--- config.mk ---
export PLATFORM = sky130hd
export DESIGN_NAME = sio_reg_slave
export DESIGN_NICKNAME = d
export VERILOG_FILES = /design/src/rtl/sio_pkg.sv /design/src/rtl/sio_sync.sv /design/src/rtl/sio_frame.sv /design/src/rtl/sio_rd_drv.sv /design/src/rtl/sio_reg_slave.sv
export SDC_FILE = /design/constraint.sdc
export NUM_CORES = 1
export LEC_CHECK = 0
export BUFFER_PORTS_ARGS = -buffer_cell sky130_fd_sc_hd__buf_2
export CAP_MARGIN = 20
export CELL_PAD_IN_SITES_DETAIL_PLACEMENT = 1
export CELL_PAD_IN_SITES_GLOBAL_PLACEMENT = 1
export CORE_MARGIN = 3
export CORE_UTILIZATION = 45
export DETAILED_ROUTE_END_ITERATION = 10
export HOLD_SLACK_MARGIN = 0.05
export MAX_ROUTING_LAYER = met4
export PLACE_DENSITY_LB_ADDON = 0.1
export SETUP_SLACK_MARGIN = 0.05
export SLEW_MARGIN = 20
export SYNTH_ARGS = -nofsm -noshare
export SYNTH_HDL_FRONTEND = slang
export SYNTH_SLANG_ARGS = --single-unit
--- constraint.sdc ---
create_clock -name clk -period 3.8 [get_ports clk]
set_input_delay 0.57 -clock clk [delete_from_list [all_inputs] [get_ports clk]]
set_output_delay 0.57 -clock clk [all_outputs]
set_load 0.01 [all_outputs]
--- src/rtl/sio_pkg.sv ---
package sio_pkg;
  // width of the serial shift register: large enough for the address
  // and for all data bits but the last one sampled
  function automatic int shift_width(input int aw, input int dw);
    return (aw > dw - 1) ? aw : dw - 1;
  endfunction

  function automatic int count_width(input int frame_bits);
    return $clog2(frame_bits + 1);
  endfunction
endpackage

--- src/rtl/sio_sync.sv ---
module sio_sync #(
  parameter int W      = 1,
  parameter int STAGES = 2
) (
  input  logic         clk,
  input  logic         rst,
  input  logic [W-1:0] d,
  output logic [W-1:0] q
);
  logic [W-1:0] st [STAGES];

  for (genvar g = 0; g < STAGES; g++) begin : g_stage
    if (g == 0) begin : g_first
      always_ff @(posedge clk) begin
        if (rst) st[0] <= '0;
        else     st[0] <= d;
      end
    end else begin : g_next
      always_ff @(posedge clk) begin
        if (rst) st[g] <= '0;
        else     st[g] <= st[g-1];
      end
    end
  end

  assign q = st[STAGES-1];
endmodule

--- src/rtl/sio_frame.sv ---
module sio_frame
  import sio_pkg::*;
#(
  parameter int ADDR_W = 7,
  parameter int DATA_W = 8
) (
  input  logic              clk,
  input  logic              rst,
  input  logic              cs_s,
  input  logic              rise,
  input  logic              sdi_s,
  output logic [ADDR_W-1:0] addr_o,
  output logic [DATA_W-1:0] wdata_o,
  output logic              wr_o,
  output logic              rd_o,
  output logic              load_o,
  output logic              shift_o
);
  localparam int FRAME_W = ADDR_W + 1 + DATA_W;
  localparam int SH_W    = shift_width(ADDR_W, DATA_W);
  localparam int CNT_W   = count_width(FRAME_W);
  localparam logic [CNT_W-1:0] C_FLAG  = CNT_W'(ADDR_W);
  localparam logic [CNT_W-1:0] C_FIRST = CNT_W'(ADDR_W + 1);
  localparam logic [CNT_W-1:0] C_LAST  = CNT_W'(FRAME_W - 1);
  localparam logic [CNT_W-1:0] C_END   = CNT_W'(FRAME_W);

  logic [CNT_W-1:0] cnt;
  logic [SH_W-1:0]  sh;
  logic             rd_flag;
  logic             take;

  assign take = rise && (cnt < C_END);

  // frame state, cleared while select is low
  always_ff @(posedge clk) begin
    if (rst || !cs_s) begin
      cnt     <= '0;
      sh      <= '0;
      rd_flag <= 1'b0;
      wr_o    <= 1'b0;
      rd_o    <= 1'b0;
      load_o  <= 1'b0;
      shift_o <= 1'b0;
    end else begin
      wr_o    <= 1'b0;
      rd_o    <= 1'b0;
      load_o  <= 1'b0;
      shift_o <= 1'b0;
      if (take) begin
        cnt <= cnt + 1'b1;
        sh  <= {sh[SH_W-2:0], sdi_s};
        if (cnt == C_FLAG) begin
          rd_flag <= sdi_s;
          rd_o    <= sdi_s;
        end
        if (cnt == C_FIRST && rd_flag) load_o  <= 1'b1;
        if (cnt >  C_FIRST && rd_flag) shift_o <= 1'b1;
        if (cnt == C_LAST && !rd_flag) wr_o    <= 1'b1;
      end
    end
  end

  // address and write data hold until overwritten
  always_ff @(posedge clk) begin
    if (rst) begin
      addr_o  <= '0;
      wdata_o <= '0;
    end else if (cs_s && take) begin
      if (cnt == C_FLAG)
        addr_o <= sh[ADDR_W-1:0];
      if (cnt == C_LAST && !rd_flag)
        wdata_o <= {sh[DATA_W-2:0], sdi_s};
    end
  end
endmodule

--- src/rtl/sio_rd_drv.sv ---
module sio_rd_drv #(
  parameter int DATA_W = 8
) (
  input  logic              clk,
  input  logic              rst,
  input  logic              cs_s,
  input  logic              load,
  input  logic              shift,
  input  logic [DATA_W-1:0] rdata,
  output logic              sdo,
  output logic              sdo_oe
);
  logic [DATA_W-2:0] rest;

  always_ff @(posedge clk) begin
    if (rst) begin
      sdo    <= 1'b0;
      sdo_oe <= 1'b0;
      rest   <= '0;
    end else begin
      if (!cs_s)     sdo_oe <= 1'b0;
      else if (load) sdo_oe <= 1'b1;

      if (load) begin
        sdo  <= rdata[DATA_W-1];
        rest <= rdata[DATA_W-2:0];
      end else if (shift) begin
        sdo  <= rest[DATA_W-2];
        rest <= rest << 1;
      end
    end
  end
endmodule

--- src/rtl/sio_reg_slave.sv ---
module sio_reg_slave #(
  parameter int ADDR_W      = 7,
  parameter int DATA_W      = 8,
  parameter int SYNC_STAGES = 2
) (
  input  logic              clk,
  input  logic              rst,
  input  logic              sclk,
  input  logic              csel,
  input  logic              sdi,
  output logic              sdo,
  output logic              sdo_oe,
  output logic [ADDR_W-1:0] reg_addr,
  output logic [DATA_W-1:0] reg_wdata,
  output logic              reg_wr,
  output logic              reg_rd,
  input  logic [DATA_W-1:0] reg_rdata
);
  logic cs_s, sclk_s, sdi_s, sclk_prev, sclk_rise;
  logic load, shift;

  sio_sync #(.W(3), .STAGES(SYNC_STAGES)) u_sync (
    .clk (clk),
    .rst (rst),
    .d   ({csel, sclk, sdi}),
    .q   ({cs_s, sclk_s, sdi_s})
  );

  always_ff @(posedge clk) begin
    if (rst) sclk_prev <= 1'b0;
    else     sclk_prev <= sclk_s;
  end

  assign sclk_rise = sclk_s & ~sclk_prev & cs_s;

  sio_frame #(.ADDR_W(ADDR_W), .DATA_W(DATA_W)) u_frame (
    .clk     (clk),
    .rst     (rst),
    .cs_s    (cs_s),
    .rise    (sclk_rise),
    .sdi_s   (sdi_s),
    .addr_o  (reg_addr),
    .wdata_o (reg_wdata),
    .wr_o    (reg_wr),
    .rd_o    (reg_rd),
    .load_o  (load),
    .shift_o (shift)
  );

  sio_rd_drv #(.DATA_W(DATA_W)) u_drv (
    .clk    (clk),
    .rst    (rst),
    .cs_s   (cs_s),
    .load   (load),
    .shift  (shift),
    .rdata  (reg_rdata),
    .sdo    (sdo),
    .sdo_oe (sdo_oe)
  );
endmodule

==> Word-level counts from Yosys, hierarchy flattened <==
Memory sizes are Yosys's and may differ from the RTL's.
Cells that the tools add are included.
{ "classes": {"n_reduce_logical": 15, "n_eq_ne": 3, "n_mux": 12, "order_cmp": 2, "addsub": 1, "n_bitwise": 8} }
{ "op_table": {"columns": ["cell", "count"], "rows": [
  ["$mux 7", 2],
  ["$eq 5x4->1 const B", 2],
  ["$mux 1", 8],
  ["$mux 3", 2],
  ["$reduce_and 2->1", 3],
  ["$add 5x1->5 const B", 1],
  ["$eq 5x3->1 const B", 1],
  ["$gt 5x4->1 const B", 1],
  ["$logic_and 1x1->1", 5],
  ["$lt 5x5->1 const B", 1],
  ["$not 1->1", 4],
  ["$reduce_or 2->1", 2],
  ["$reduce_or 3->1", 1],
  ["$and 1x1->1", 2],
  ["$logic_not 1->1", 2],
  ["$or 1x1->1", 2],
  ["$reduce_bool 2->1", 1],
  ["$logic_or 1x1->1", 1]
]} }
{ "totals": {"out_inout_bits": 19, "regBits": 42, "input_bits": 13, "ram_bits": 6, "n_memories": 1, "wordCells": 55} }
{ "memory_table": {"columns": ["name", "words", "word_bits", "rd", "rd_clocked_by_memory_dff", "wr", "line_no", "rtl"], "rows": [
  ["u_sync.st", 2, 3, 2, 0, 2, "sio_sync.sv:10", "logic [W-1:0] st [STAGES];"]
]} }

==> Longest topological paths before layout <==
{ "depth": {"ltp_word": 6, "ltp_mapped": 6, "depth_no_buf": 5} }

==> Hierarchy <==
From an unflattened synthesis, not the netlist that was laid out.
{ "unflattened": {"cells_unflattened": 191, "area_unflattened_um2": 1865.5} }
{ "modules_own_cells": {"columns": ["module", "cells_per_inst", "instances", "area_per_inst_um2", "seq_area_each_um2"], "rows": [
  ["sio_frame", 137, 1, 1273.7, 640.6],
  ["sio_rd_drv", 39, 1, 399.1, 180.2],
  ["sio_sync", 12, 1, 157.7, 120.1],
  ["sio_reg_slave", 3, 1, 35.0, 20.0]
]} }

==> Worst setup path before layout <==
OpenSTA, ideal clock, no wires.
{ "synth_timing": {"kind": "reg2reg", "from": "reg u_frame.cnt[0]", "to": "reg u_frame.wr_o", "synth_period_minus_slack_ps": 1425, "setup_slack_ps": 2375, "required_ps": 3686, "arrival_time_ps": 1310, "setup_ps": 114, "n_path_buf": 1, "path_stages_with_launch": 7, "cell_sequence": "dfxtp_1 ha_1 and3_1 ha_1 nor3b_2 buf_6 and2b_1"} }
{ "synth_via": {"elab_chain_cells": 4, "elab_cells_between_ends": 7, "cone_classes": "order compare: 1; eq/ne: 1; mux: 1; bitwise: 1; reduce/logical: 3"} }
{ "synth_rtl": {"columns": ["item", "line_no", "rtl"], "rows": [
  ["start: declaration", "sio_frame.sv:27", "logic [CNT_W-1:0] cnt;"],
  ["start signal: assignment", "sio_frame.sv:50", "cnt <= cnt + 1'b1;"],
  ["$lt 5x5->1", "sio_frame.sv:32", "assign take = rise && (cnt < C_END);"],
  ["$logic_and 1x1->1", "sio_frame.sv:32", null],
  ["$not 1->1 (no line)", null, null],
  ["$reduce_or 2->1 (no line)", null, null],
  ["end signal: assignment", "sio_frame.sv:40", "wr_o <= 1'b0;"],
  ["end signal: assignment", "sio_frame.sv:45", "wr_o <= 1'b0;"],
  ["end signal: assignment", "sio_frame.sv:58", "if (cnt == C_LAST && !rd_flag) wr_o <= 1'b1;"],
  ["end: declaration", "sio_frame.sv:14", "output logic wr_o,"]
]} }
Parallel ways exist; a longest one is shown, timed or not.
A chain may end at the register's enable or synchronous reset.

==> Final worst setup path <==
{ "layout_timing": {"from": "reg u_frame.cnt[4]", "to": "reg u_frame.wdata_o[1]"} }
{ "layout_via": {"elab_chain_cells": 4, "elab_cells_between_ends": 6, "cone_classes": "order compare: 1; eq/ne: 1; reduce/logical: 4"} }
{ "layout_rtl": {"columns": ["item", "line_no", "rtl"], "rows": [
  ["$lt 5x5->1", "sio_frame.sv:32", null],
  ["$logic_and 1x1->1", "sio_frame.sv:32", null],
  ["$logic_and 1x1->1", "sio_frame.sv:68", "end else if (cs_s && take) begin"],
  ["$reduce_and 2->1 (no line) *", null, null],
  ["end signal: assignment", "sio_frame.sv:72", "wdata_o <= {sh[DATA_W-2:0], sdi_s};"],
  ["end: declaration", "sio_frame.sv:13", "output logic [DATA_W-1:0] wdata_o,"]
]} }
Every way passes the cells marked *; elsewhere a longest branch is shown, timed or not.

==> out/metrics.yaml <==
cts_setup_buffers: 0
antenna_found_initial: 0
clk_latency_ns: 0.30
ys_ff_latch: 48
yosysTopAreaCell: "dfxtp_1"
synth_seq_area_share_pct: 49.1
grt_pass1_wl_mm: 7.56
worstSetupPathType: "register to register"
ys_warn_count: 0
drive_gt1_share_pct: 22.4
arrival_ns: 2.27
grt_max_degree: 43
setup_violations: 0
route.detailed.drc: 0
path_buf_inv: 0
die_h_um: 72.0
fin_crit_sh_pct: 53.6
synth.distinct_cells: 29
cts_resized: 0
port_buffers: 31
hold_viol: 0
grt_usage_pct: 19.3
fp.coreArea_sq_um: 4090
required_ns: 4.03
cts.sinks: 48
start_kind: "register"
instances_no_fill: 278
critPathMaxFanout: 24
max_stage_delay_ns: 0.86
clk_pin_slew_worst_paths_ns: 0.09
cts_root_buf: "clkbuf_8"
syn-cell-area_sq_um: 1960
drtPass1Iterations: 5
dieArea_sq_um: 5180
grt_pass1_vias: 1536
fillers: 486
place_ws_ns: 1.75
die_w_um: 72.0
yosysTopAreaCellShare_pct: 49.1
cap_violations: 0
routed-via-count: 1491
cts-hold-fix-buffers: 0
synth_fp_nets: 218
wirelength_mm: 4.34
cts_buffers: 5
routedWlPerCell_um: 15.6
clk_path_buf_depth: 2
cts_tree: "yes"
status: "complete, no violations"
ioPinCount: 32
nets: 243
slowest_stage: "nor3b_2"
dp.cells: 270
rsz0062_at_grt: "false"
powerDensity_nw_per_um2: 404
crit_family: "simple AND/OR/NAND/NOR gates"
tightest_slew_ns: 0.903
hp-class: "register to register"
viasPerCell: 5.36
area_growth_pct: 13.0
fin_skew_ns: 0.00512
ir_drop_uv: 233
synthCells: 202
htree_levels: 2
n_antenna_cell: 0
place.gp.congestion: 0.769
clock.fmax_mhz: 491
synth_area_leaders: "dfxtp_1 (49%), mux2i_1 (7.7%), nand2b_1 (5.8%), a21oi_1 (5.4%), mux2_2 (4.0%)"
tns_ns: 0
worstPathCellList: "nand4bb_4 > nor3b_2 > mux2i_1"
grt_overflow: 0
drt-initial-drc-count: 110
finalMaxSlewViolations: 0
slew_headroom_pct: 39.5
hpwl_mm: 2.93
min_period_ns: 2.04
initial_core_util_pct: 47.9
cp-end-kind: "register"
detail-route-antenna-nets: 0
timing.final.ws_setup_ns: 1.76
synth_area_per_cell_sq_um: 9.69
leakagePower_nw: 0.833
num_rows: 23
## per-stage QoR
stage	utilization, %	hold slack, ns	power, mW	area [sq um]
2_1_floorplan	-	0.414	0.532	1960
3_3_place_gp	51.4	0.420	0.539	2100
3_5_place_dp	51.4	0.432	0.541	2100
4_1_cts	54.2	0.454	0.909	2210
5_1_grt	54.2	0.470	0.932	2210
6_report	54.2	0.453	0.894	2210
## final cells by class
class / count / area, sq um / area share [%]
Clock buffer: 5 / 68.8 / 3.11
Clock inverter: 3 / 42.5 / 1.92
Inverter: 4 / 15.0 / 0.678
Multi-Input combinational cell: 136 / 901 / 40.7
Sequential cell: 48 / 961 / 43.4
Tap cell: 50 / 62.6 / 2.83
Timing Repair Buffer: 32 / 163 / 7.35
## worst register-to-register path, stage by stage (launching register included)
cell and delay [ns]:
dfxtp_1 0.38, nand4bb_4 0.44, nor3b_2 0.87, mux2i_1 0.28
## worst paths after layout
check                  start            endpoint  slack (ns)  depth (start not counted)
max           u_frame.cnt[4]  u_frame.wdata_o[1]        1.76                          3
min          u_sync.st[0][2]     u_sync.st[1][2]        0.45                          1
max reg2reg   u_frame.cnt[4]  u_frame.wdata_o[1]        1.76                          3
min reg2reg  u_sync.st[0][2]     u_sync.st[1][2]        0.45                          1
## state kept, by name (all words and copies together) (netlist names)
signal           count
u_frame.sh           7
u_drv.sdo            1
u_sync.st            6
u_frame.rd_o         1
u_frame.load_o       1
u_drv.rest           7
u_frame.cnt          5
u_frame.addr_o       7
u_drv.sdo_oe         1
sclk_prev            1
u_frame.wr_o         1
u_frame.shift_o      1
u_frame.wdata_o      8
u_frame.rd_flag      1
## cell usage after synthesis
cell type	n
nor4b_2	1
or3_1	2
o21ai_0	11
nand2b_1	18
nor3_1	1
nor3b_2	1
buf_2	4
inv_1	4
nand3b_4	1
nor3b_1	1
nand4bb_1	1
dfxtp_1	48
and2b_1	1
nor2_1	11
nand4bb_4	1
mux2_2	7
and4bb_1	1
clkbuf_1	6
and3_1	1
nor2b_1	8
ha_1	3
nor4bb_1	1
nand2_1	19
and2_1	1
a21oi_1	21
nand3_1	9
mux2i_1	15
buf_6	3
clkbuf_2	1
## logic make-up after synthesis
group | share of synthesized area, %
DFF | 49.1
AOI/OAI and AO/OA | 8.18
and+or+nand+nor | 24.2
muxes | 11.7
adders and majority gates | 1.92
buffers and inverters | 4.92
## metal layers
| metal | wire length [um] | global-route usage (%) |
|---|---|---|
| met2 | 2250 | 32.4 |
| met3 | 201 | 4.43 |
| met5 | 0 | - |
| met4 | 64 | 6.89 |
| met1 | 1820 | 22.5 |
## report_power, final
group	leakage [nW]	total, mW	switching, mW	internal (mW)
Sequential	0.388	0.508	0.00209	0.506
Combinational	0.392	0.0209	0.0107	0.0102
Clock	0.0541	0.365	0.170	0.195
## placed cells by master (no fill, tap or decap), types with 2 or more instances in the layout
cell / n
inv_1: 4
buf_2: 31
a21oi_1: 21
nor2b_1: 8
ha_1: 3
or3_1: 2
mux2_2: 7
nand2_1: 19
dfxtp_1: 48
o21ai_0: 11
mux2i_1: 15
clkbuf_8: 5
nor2_1: 11
nand2b_1: 18
nand3_1: 9
No activity file was read; power rests on OpenSTA's default activity.
